## src/rtl/sector_ring_ctrl.sv

```systemverilog
`timescale 1ns/1ps
module sector_ring_ctrl #(
  parameter int AW = 15,
  parameter int DW = 16
) (
  input  logic          clk,
  input  logic          rst_n,
  input  logic          cpu_sel,
  input  logic          cpu_wr,
  input  logic [2:0]    cpu_addr,
  input  logic [DW-1:0] cpu_wdata,
  output logic [DW-1:0] cpu_rdata,
  output logic          cpu_ready,
  input  logic          host_stb,
  input  logic [DW-1:0] host_wdata,
  output logic          host_req,
  output logic [DW-1:0] host_rdata,
  output logic          host_rvalid,
  output logic          host_busy,
  output logic          host_irq,
  output logic          ram_en,
  output logic          ram_we,
  output logic [AW-1:0] ram_addr,
  output logic [DW-1:0] ram_wdata,
  input  logic [DW-1:0] ram_rdata
);
  localparam logic [AW-1:0] STOP_RST = AW'(8'hFF);

  logic [2:0]    size_code;
  logic          auto_inc;
  logic [AW-1:0] hp, sp, dp;
  logic          run, done, dir, irq_en, busy_en, ram_off, busy_f, irq_f;
  logic          port_rd_q;
  logic [DW-1:0] reg_rd_q;

  logic [2:0]    shift;
  logic [AW-1:0] mask, hp_m, sp_m, dp_m, hp_next, dp_next;
  logic          host_go, hp_hit, cpu_port, cpu_port_go;
  logic [DW-1:0] rd_mux;

  assign shift   = (size_code <= 3'd1) ? 3'd0 : size_code - 3'd1;
  assign mask    = {AW{1'b1}} >> shift;
  assign hp_m    = hp & mask;
  assign sp_m    = sp & mask;
  assign dp_m    = dp & mask;
  assign hp_next = (hp + 1'b1) & mask;
  assign dp_next = (dp + 1'b1) & mask;

  assign host_req    = run && !ram_off;
  assign host_go     = host_req && host_stb;
  assign hp_hit      = hp_m == sp_m;
  assign cpu_port    = cpu_sel && cpu_addr == 3'd5;
  assign cpu_ready   = !(cpu_port && host_go);
  assign cpu_port_go = cpu_port && !host_go && !ram_off;

  assign ram_en    = host_go || cpu_port_go;
  assign ram_we    = host_go ? dir : cpu_wr;
  assign ram_addr  = host_go ? hp_m : dp_m;
  assign ram_wdata = host_go ? host_wdata : cpu_wdata;

  assign host_rdata = ram_rdata;
  assign host_busy  = busy_f;
  assign host_irq   = irq_f;
  assign cpu_rdata  = port_rd_q ? ram_rdata : reg_rd_q;

  always_comb begin
    rd_mux = '0;
    case (cpu_addr)
      3'd0: rd_mux = DW'({auto_inc, size_code});
      3'd1: rd_mux = DW'(hp);
      3'd2: rd_mux = DW'(sp);
      3'd3: rd_mux = DW'(dp);
      3'd4: rd_mux = DW'({irq_f, busy_f, ram_off, busy_en, irq_en, dir, done, run});
      default: rd_mux = '0;
    endcase
  end

  always_ff @(posedge clk) begin
    if (!rst_n) begin
      size_code   <= '0;
      auto_inc    <= 1'b0;
      hp          <= '0;
      sp          <= STOP_RST;
      dp          <= '0;
      run         <= 1'b0;
      done        <= 1'b0;
      dir         <= 1'b0;
      irq_en      <= 1'b0;
      busy_en     <= 1'b0;
      ram_off     <= 1'b0;
      busy_f      <= 1'b0;
      irq_f       <= 1'b0;
      host_rvalid <= 1'b0;
      port_rd_q   <= 1'b0;
      reg_rd_q    <= '0;
    end else begin
      host_rvalid <= host_go && !dir;
      port_rd_q   <= cpu_port_go && !cpu_wr;
      if (cpu_sel && !cpu_wr && cpu_ready) reg_rd_q <= rd_mux;

      if (host_go) begin
        hp <= hp_next;
        if (hp_hit) begin
          run  <= 1'b0;
          done <= 1'b1;
          if (busy_en) busy_f <= 1'b1;
          if (irq_en)  irq_f  <= 1'b1;
        end
      end
      if (cpu_port_go && auto_inc) dp <= dp_next;

      if (cpu_sel && cpu_wr) begin
        case (cpu_addr)
          3'd0: begin size_code <= cpu_wdata[2:0]; auto_inc <= cpu_wdata[3]; end
          3'd1: hp <= cpu_wdata[AW-1:0];
          3'd2: sp <= cpu_wdata[AW-1:0];
          3'd3: dp <= cpu_wdata[AW-1:0];
          3'd4: begin
            run     <= cpu_wdata[0];
            if (cpu_wdata[0]) done <= 1'b0;
            dir     <= cpu_wdata[2];
            irq_en  <= cpu_wdata[3];
            busy_en <= cpu_wdata[4];
            ram_off <= cpu_wdata[5];
            busy_f  <= cpu_wdata[6];
            irq_f   <= cpu_wdata[7];
          end
          default: ;
        endcase
      end
    end
  end


  rd_latency_chk: assert property (@(posedge clk) disable iff (!rst_n)
    (host_go && !dir) |=> host_rvalid);


  hp_advance_chk: assert property (@(posedge clk) disable iff (!rst_n)
    (host_go && !(cpu_sel && cpu_wr && cpu_addr == 3'd1)) |=> hp == $past(hp_next));


  burst_end_chk: assert property (@(posedge clk) disable iff (!rst_n)
    (host_go && hp_hit && !(cpu_sel && cpu_wr && cpu_addr == 3'd4)) |=> (done && !host_req));


  done_rise_chk: assert property (@(posedge clk) disable iff (!rst_n)
    $rose(done) |-> !run);


  busy_mode_chk: assert property (@(posedge clk) disable iff (!rst_n)
    ($rose(done) && busy_en) |-> host_busy);


  stall_chk: assert property (@(posedge clk) disable iff (!rst_n)
    (cpu_port && host_go) |-> (!cpu_ready && ram_addr == hp_m));
endmodule

```

## config.mk

```make
export PLATFORM = sky130hd
export DESIGN_NAME = sector_ring_ctrl
export DESIGN_NICKNAME = d
export VERILOG_FILES = /design/src/rtl/sector_ring_ctrl.sv
export SDC_FILE = /design/constraint.sdc
export NUM_CORES = 1
export LEC_CHECK = 0
export CAP_MARGIN = 0
export CORE_MARGIN = 2
export CORE_UTILIZATION = 40
export DETAILED_ROUTE_END_ITERATION = 16
export DONT_BUFFER_PORTS = 1
export SLEW_MARGIN = 10
export SYNTH_ARGS = -nofsm -noshare
export SYNTH_HDL_FRONTEND = slang
export SYNTH_SLANG_ARGS = --single-unit
```

## constraint.sdc

```tcl
create_clock -name clk -period 4.7 [get_ports clk]
set_input_delay 0.235 -clock clk [delete_from_list [all_inputs] [get_ports clk]]
set_output_delay 0.235 -clock clk [all_outputs]
set_load 0.05 [all_outputs]
```

# ---- Yosys cells after proc, flatten, opt, wreduce, memory -nomap -nowiden
# Cells that the tools add are included.
dict set report word_totals {
  mem_bits_rw 0
  out_inout_bits 70
  regBits 75
  n_memories 0
  latchBits 0
  in_bits 56
  rom_bits 0
}
dict set report classes {
  mux 31
  mul 0
  n_shift 1
  n_div 0
  magnitude_cmp 1
  n_bitwise 5
  n_addsub 3
  n_eq_ne 6
  reduce_logical 22
}
# operator n
set op_table {}
lappend op_table {{two-way mux 15 bit} 7}
lappend op_table {{AND 15 bit} 5}
lappend op_table {{one-hot mux 15 bit (5 select lines)} 1}
lappend op_table {{two-way mux 16 bit} 2}
lappend op_table {{adder 15 x 1 -> 15 bit (second input constant)} 2}
lappend op_table {{two-way mux 1 bit} 20}
lappend op_table {{equality test 15 bit} 1}
lappend op_table {{right shift 15 x 3 -> 15 bit (first input constant)} 1}
lappend op_table {{logical AND 1 bit} 12}
lappend op_table {{equality test 3 x 2 -> 1 bit (second input constant)} 2}
lappend op_table {{equality test 3 bit (second input constant)} 2}
lappend op_table {{AND reduction 2 bit} 3}
lappend op_table {{zero test 1 bit} 5}
lappend op_table {{equality test 3 x 1 -> 1 bit (second input constant)} 1}
lappend op_table {{less-or-equal comparator 3 x 1 -> 1 bit (second input constant)} 1}
lappend op_table {{zero test 3 bit} 1}
lappend op_table {{two-way mux 3 bit} 1}
lappend op_table {{subtractor 3 x 1 -> 3 bit (second input constant)} 1}
lappend op_table {{logical OR 1 bit} 1}

# ---- Depth between registers and ports, before layout
dict set report logic_depth {
  word_depth 10
  ltp_mapped 9
  ltp_nobuf 8
}

# ---- Least setup slack after synthesis
# OpenSTA, ideal clock, no wires.
dict set report synth_timing {
  kind {reg-to-output}
  start {reg size_code[0]}
  end {out ram_addr[8]}
  required_ns 4.465
  path_buffers 1
  arrival_time_ns 2.382
  stages_incl_launch_ff 7
  path_slack_ns 2.083
  path_cell_list {dfxtp_1 inv_1 ha_1 clkbuf_1 nor2_1 o21ai_0 a21boi_0}
}
dict set report synth_between {
  elab_chain_len 5
  elab_cells_between_ends 7
  classes_between {add/sub: 1; order compare: 1; shift: 1; mux: 2; bitwise: 2}
}
# item line_no
set synth_rtl {}
lappend synth_rtl {{start: declaration} 29} ;# logic [2:0] size_code;
lappend synth_rtl {{start signal: assignment} 114} ;# 3'd0: begin size_code <= cpu_wdata[2:0]; auto_inc <= cpu_wdata[3]; end
lappend synth_rtl {{subtractor 3 x 1 -> 3 bit or less-or-equal comparator 3 x 1 -> 1 bit (tied branches)} 41} ;# assign shift = (size_code <= 3'd1) ? 3'd0 : size_code - 3'd1;
lappend synth_rtl {{two-way mux 3 bit (*)} 41}
lappend synth_rtl {{right shift 15 x 3 -> 15 bit (*)} 42} ;# assign mask = {AW{1'b1}} >> shift;
lappend synth_rtl {{AND 15 bit, on equally long branches} {45, 43}}
lappend synth_rtl {{two-way mux 15 bit (*)} 58} ;# assign ram_addr = host_go ? hp_m : dp_m;
lappend synth_rtl {{end: declaration} 23} ;# output logic [AW-1:0] ram_addr,
# Mark *: on every way between the ends. The rest lies on a longest branch, timed or not.

# ---- Worst setup path after layout
dict set report layout_timing {
  start {reg size_code[0]}
  end {out ram_addr[14]}
}
# Same word-level chain as after synthesis.

==> reports/qor.txt <==
Later-pin clock latency in the skew report: 360 ps
CP Max Fanout: 9
Die H: 115 microns
Power Density: 313 nW/um^2
Simple-gate share of the synthesized area: 28.0%
Net Sw Frac: 26.1%
Fmax: 325 MHz
Internal power: 1210 uW
# setup viols final: 0
DRT Pass-1 Iters: 7
Clock share of power: 50.7%
Comb power frac: 9.0%
WL per Instance: 20.1 microns
Initial antenna violation count: 0
Fill count: 1,236
Starting Density: 41.1%
Largest family of logic cells by synthesized area: simple AND/OR/NAND/NOR gates
R2R Setup Slk: 1960 ps
Final TNS setup: 0 ps
Clock Tree Root: clkbuf_16
Worst Hold Class: input port to flip-flop
Die area: 13,300 sq um
Largest net degree at the start of global routing: 66
Top cells by count, synth: nand2_1, dfxtp_1, clkbuf_1, a21oi_1, nor2_1
Clk slew on worst S/H paths: 60 ps
Ant. Diodes: 0
P&R area growth vs syn: 5.62%
Die Width: 115 microns
Syn Inst Count: 670
Sequential share of power: 40.2%
# clock sinks: 74
Via count: 4,654
H-tree depth: 3
#FFs+latches synth: 74
Floorplan row count: 40
Routed WL: 15,600 microns
Post-synth top area cell: dfxtp_1
Final min period: 3070 ps
Vias per std cell: 6.01
Status: finished, final reports clean
Synth Area in Compound Gates: 19.4%
DRC violation count after routing: 0
Post-Synth XOR/XNOR Area: 6.38%
Adder-Cell Fraction of Synth Area: 1.01%
Sequential area share after synthesis: 30.0%
Drt initial violations: 514
Syn nets: 730
GP Congestion: 0.925
Post-Syn Area per Cell: 7.37 sq um
Final Net Count: 683
Post-Place Setup Slack: 2000 ps
Num CTS Buffers: 9
Most common cell in the netlist: nand2_1
Vias in the first global route: 4,208
Multi-input logic area: 3110 sq um
Maximum VDD drop: 0.130 mV
Data arrival, critical path: 2840 ps
Slew Limit Fails: 0
Final Skew: 9.40 ps
Period utilization: 65.4%
Final hold viol count: 0
Grt ovf: 0
Yosys warns: 0
Setup crit end kind: output pin
ANT nets after route: 0
Worst Setup Path Type: flip-flop to output pin
Global Route Usage Sum: 23.8%
Layout cells sized above 1: 8.12%
Maxcap violations: 0
Distinct cell type count after synthesis: 59
FF+latch area: 1480 sq um
Mux cell area share after synthesis: 8.08%
Main synth FF type: dfxtp_1
Sw power: 427 uW
RSZ-0062 raised after global routing: no
Slew margin rel.: 23.3%
Netlist Area Pre-Place: 4940 sq um
CTS max path bufs: 2
Post-synth EDFFs: 0
# IOs: 126
Hpwl dp: 11,100 microns
Async SR Flop Fraction: 0%
Top cells by area, synth: dfxtp_1, nand2_1, mux2_2
Top-area cell type share of the netlist area: 30.0%
Worst Setup Slack, final: 1630 ps
Startpoint class of the critical path: flip-flop
Worst Path Required: 4470 ps
Core area: 12,000 sq um
Global-route wire length before repair: 23,800 microns
CTS tree: yes
Worst slew pin tran: 1150 ps
Postcts setup bufs: 0
Leak: 0.00204 uW
IO buf count: 0
[stage by stage]
step | cell area (sq um) | power (uW) | hold WS, ps | instances | util (%)
6_report | 5220 | 1630 | 0.592 | 775 | 43.4
2_1_floorplan | 4940 | 843 | 312 | 670 | -
3_3_place_gp | 4830 | 812 | 321 | 755 | 40.2
5_1_grt | 5220 | 1670 | 5.33 | 775 | 43.4
4_1_cts | 5220 | 1640 | 0.128 | 775 | 43.4
3_5_place_dp | 4830 | 813 | 318 | 755 | 40.2
[final timing paths]
path	start	endpoint	depth (start not counted)
max	size_code[0]$_SDFFE_PN0P_	ram_addr[14]	5
min	cpu_wdata[3]	sp[3]$_SDFFE_PN1P_	2
max reg2reg	ram_off$_SDFFE_PN0P_	reg_rd_q[1]$_SDFFE_PN0P_	6
min reg2reg	sp[14]$_SDFFE_PN0P_	sp[14]$_SDFFE_PN0P_	2
[kinds of logic after synthesis]
logic type	count (synthesis)
adder cells (fa/ha/maj)	4
buffers and inverters	75
XOR/XNOR	36
AO/OA/AOI/OAI	143
AND/OR/NAND/NOR	302
multiplexers	36
flip-flops	74
[area by class of cell]
| class | count | area share, % |
|---|---|---|
| Clock buffer | 9 | 4.32 |
| Clock inverter | 7 | 2.37 |
| Inverter | 11 | 0.791 |
| Multi-Input combinational cell | 521 | 59.5 |
| Sequential cell | 74 | 28.4 |
| Tap cell | 147 | 3.53 |
| Timing Repair Buffer | 6 | 1.06 |
[critical path, stage by stage, from the launching register on]
cell and delay (ps):
dfxtp_1 490, inv_1 90, ha_1 470, nand2_1 160, o32a_1 370, a21oi_1 900
[cell usage in the layout, fill, tap and decap left out, drive strengths merged, types with 13 or more instances in the layout]
cell | synthesis | routed
mux2 | 21 | 21
nor2b | 27 | 27
nor2 | 31 | 31
dfxtp | 74 | 74
a21oi | 37 | 37
a21boi | 18 | 18
nand3 | 27 | 27
o21ai | 25 | 25
mux2i | 14 | 14
a22oi | 19 | 19
nand2 | 166 | 166
xnor2 | 19 | 19
inv | 11 | 13
xor2 | 17 | 17
[registers in the layout, indices dropped and copies added (netlist names), 3 cells and up]
signal     count
reg_rd_q      15
hp            15
size_code      3
sp            15
dp            15
[layer usage]
layer | share of wire, % | vias up | global-route usage, %
met5 | 0 | - | 0
met2 | 42 | 273 | 34.1
met4 | 2.4 | 0 | 9.24
met3 | 11 | 28 | 6.27
li1 | - | 2203 | -
met1 | 45 | 2150 | 34.0
[repair_timing]
item                      CTS  global route
hold buffers                4             0
hold endpoints to repair    9             0
resized for setup           0             0
[power groups by stage]
stage	Sequential [uW]	Clock, uW	Combinational (uW)
final	657	829	148
after global routing	659	857	158
after CTS	656	838	147
after detailed placement	671	0	142
after global placement	670	0	141
after floorplan	662	0	180
Note: power is estimated with default switching activity, not from simulation.
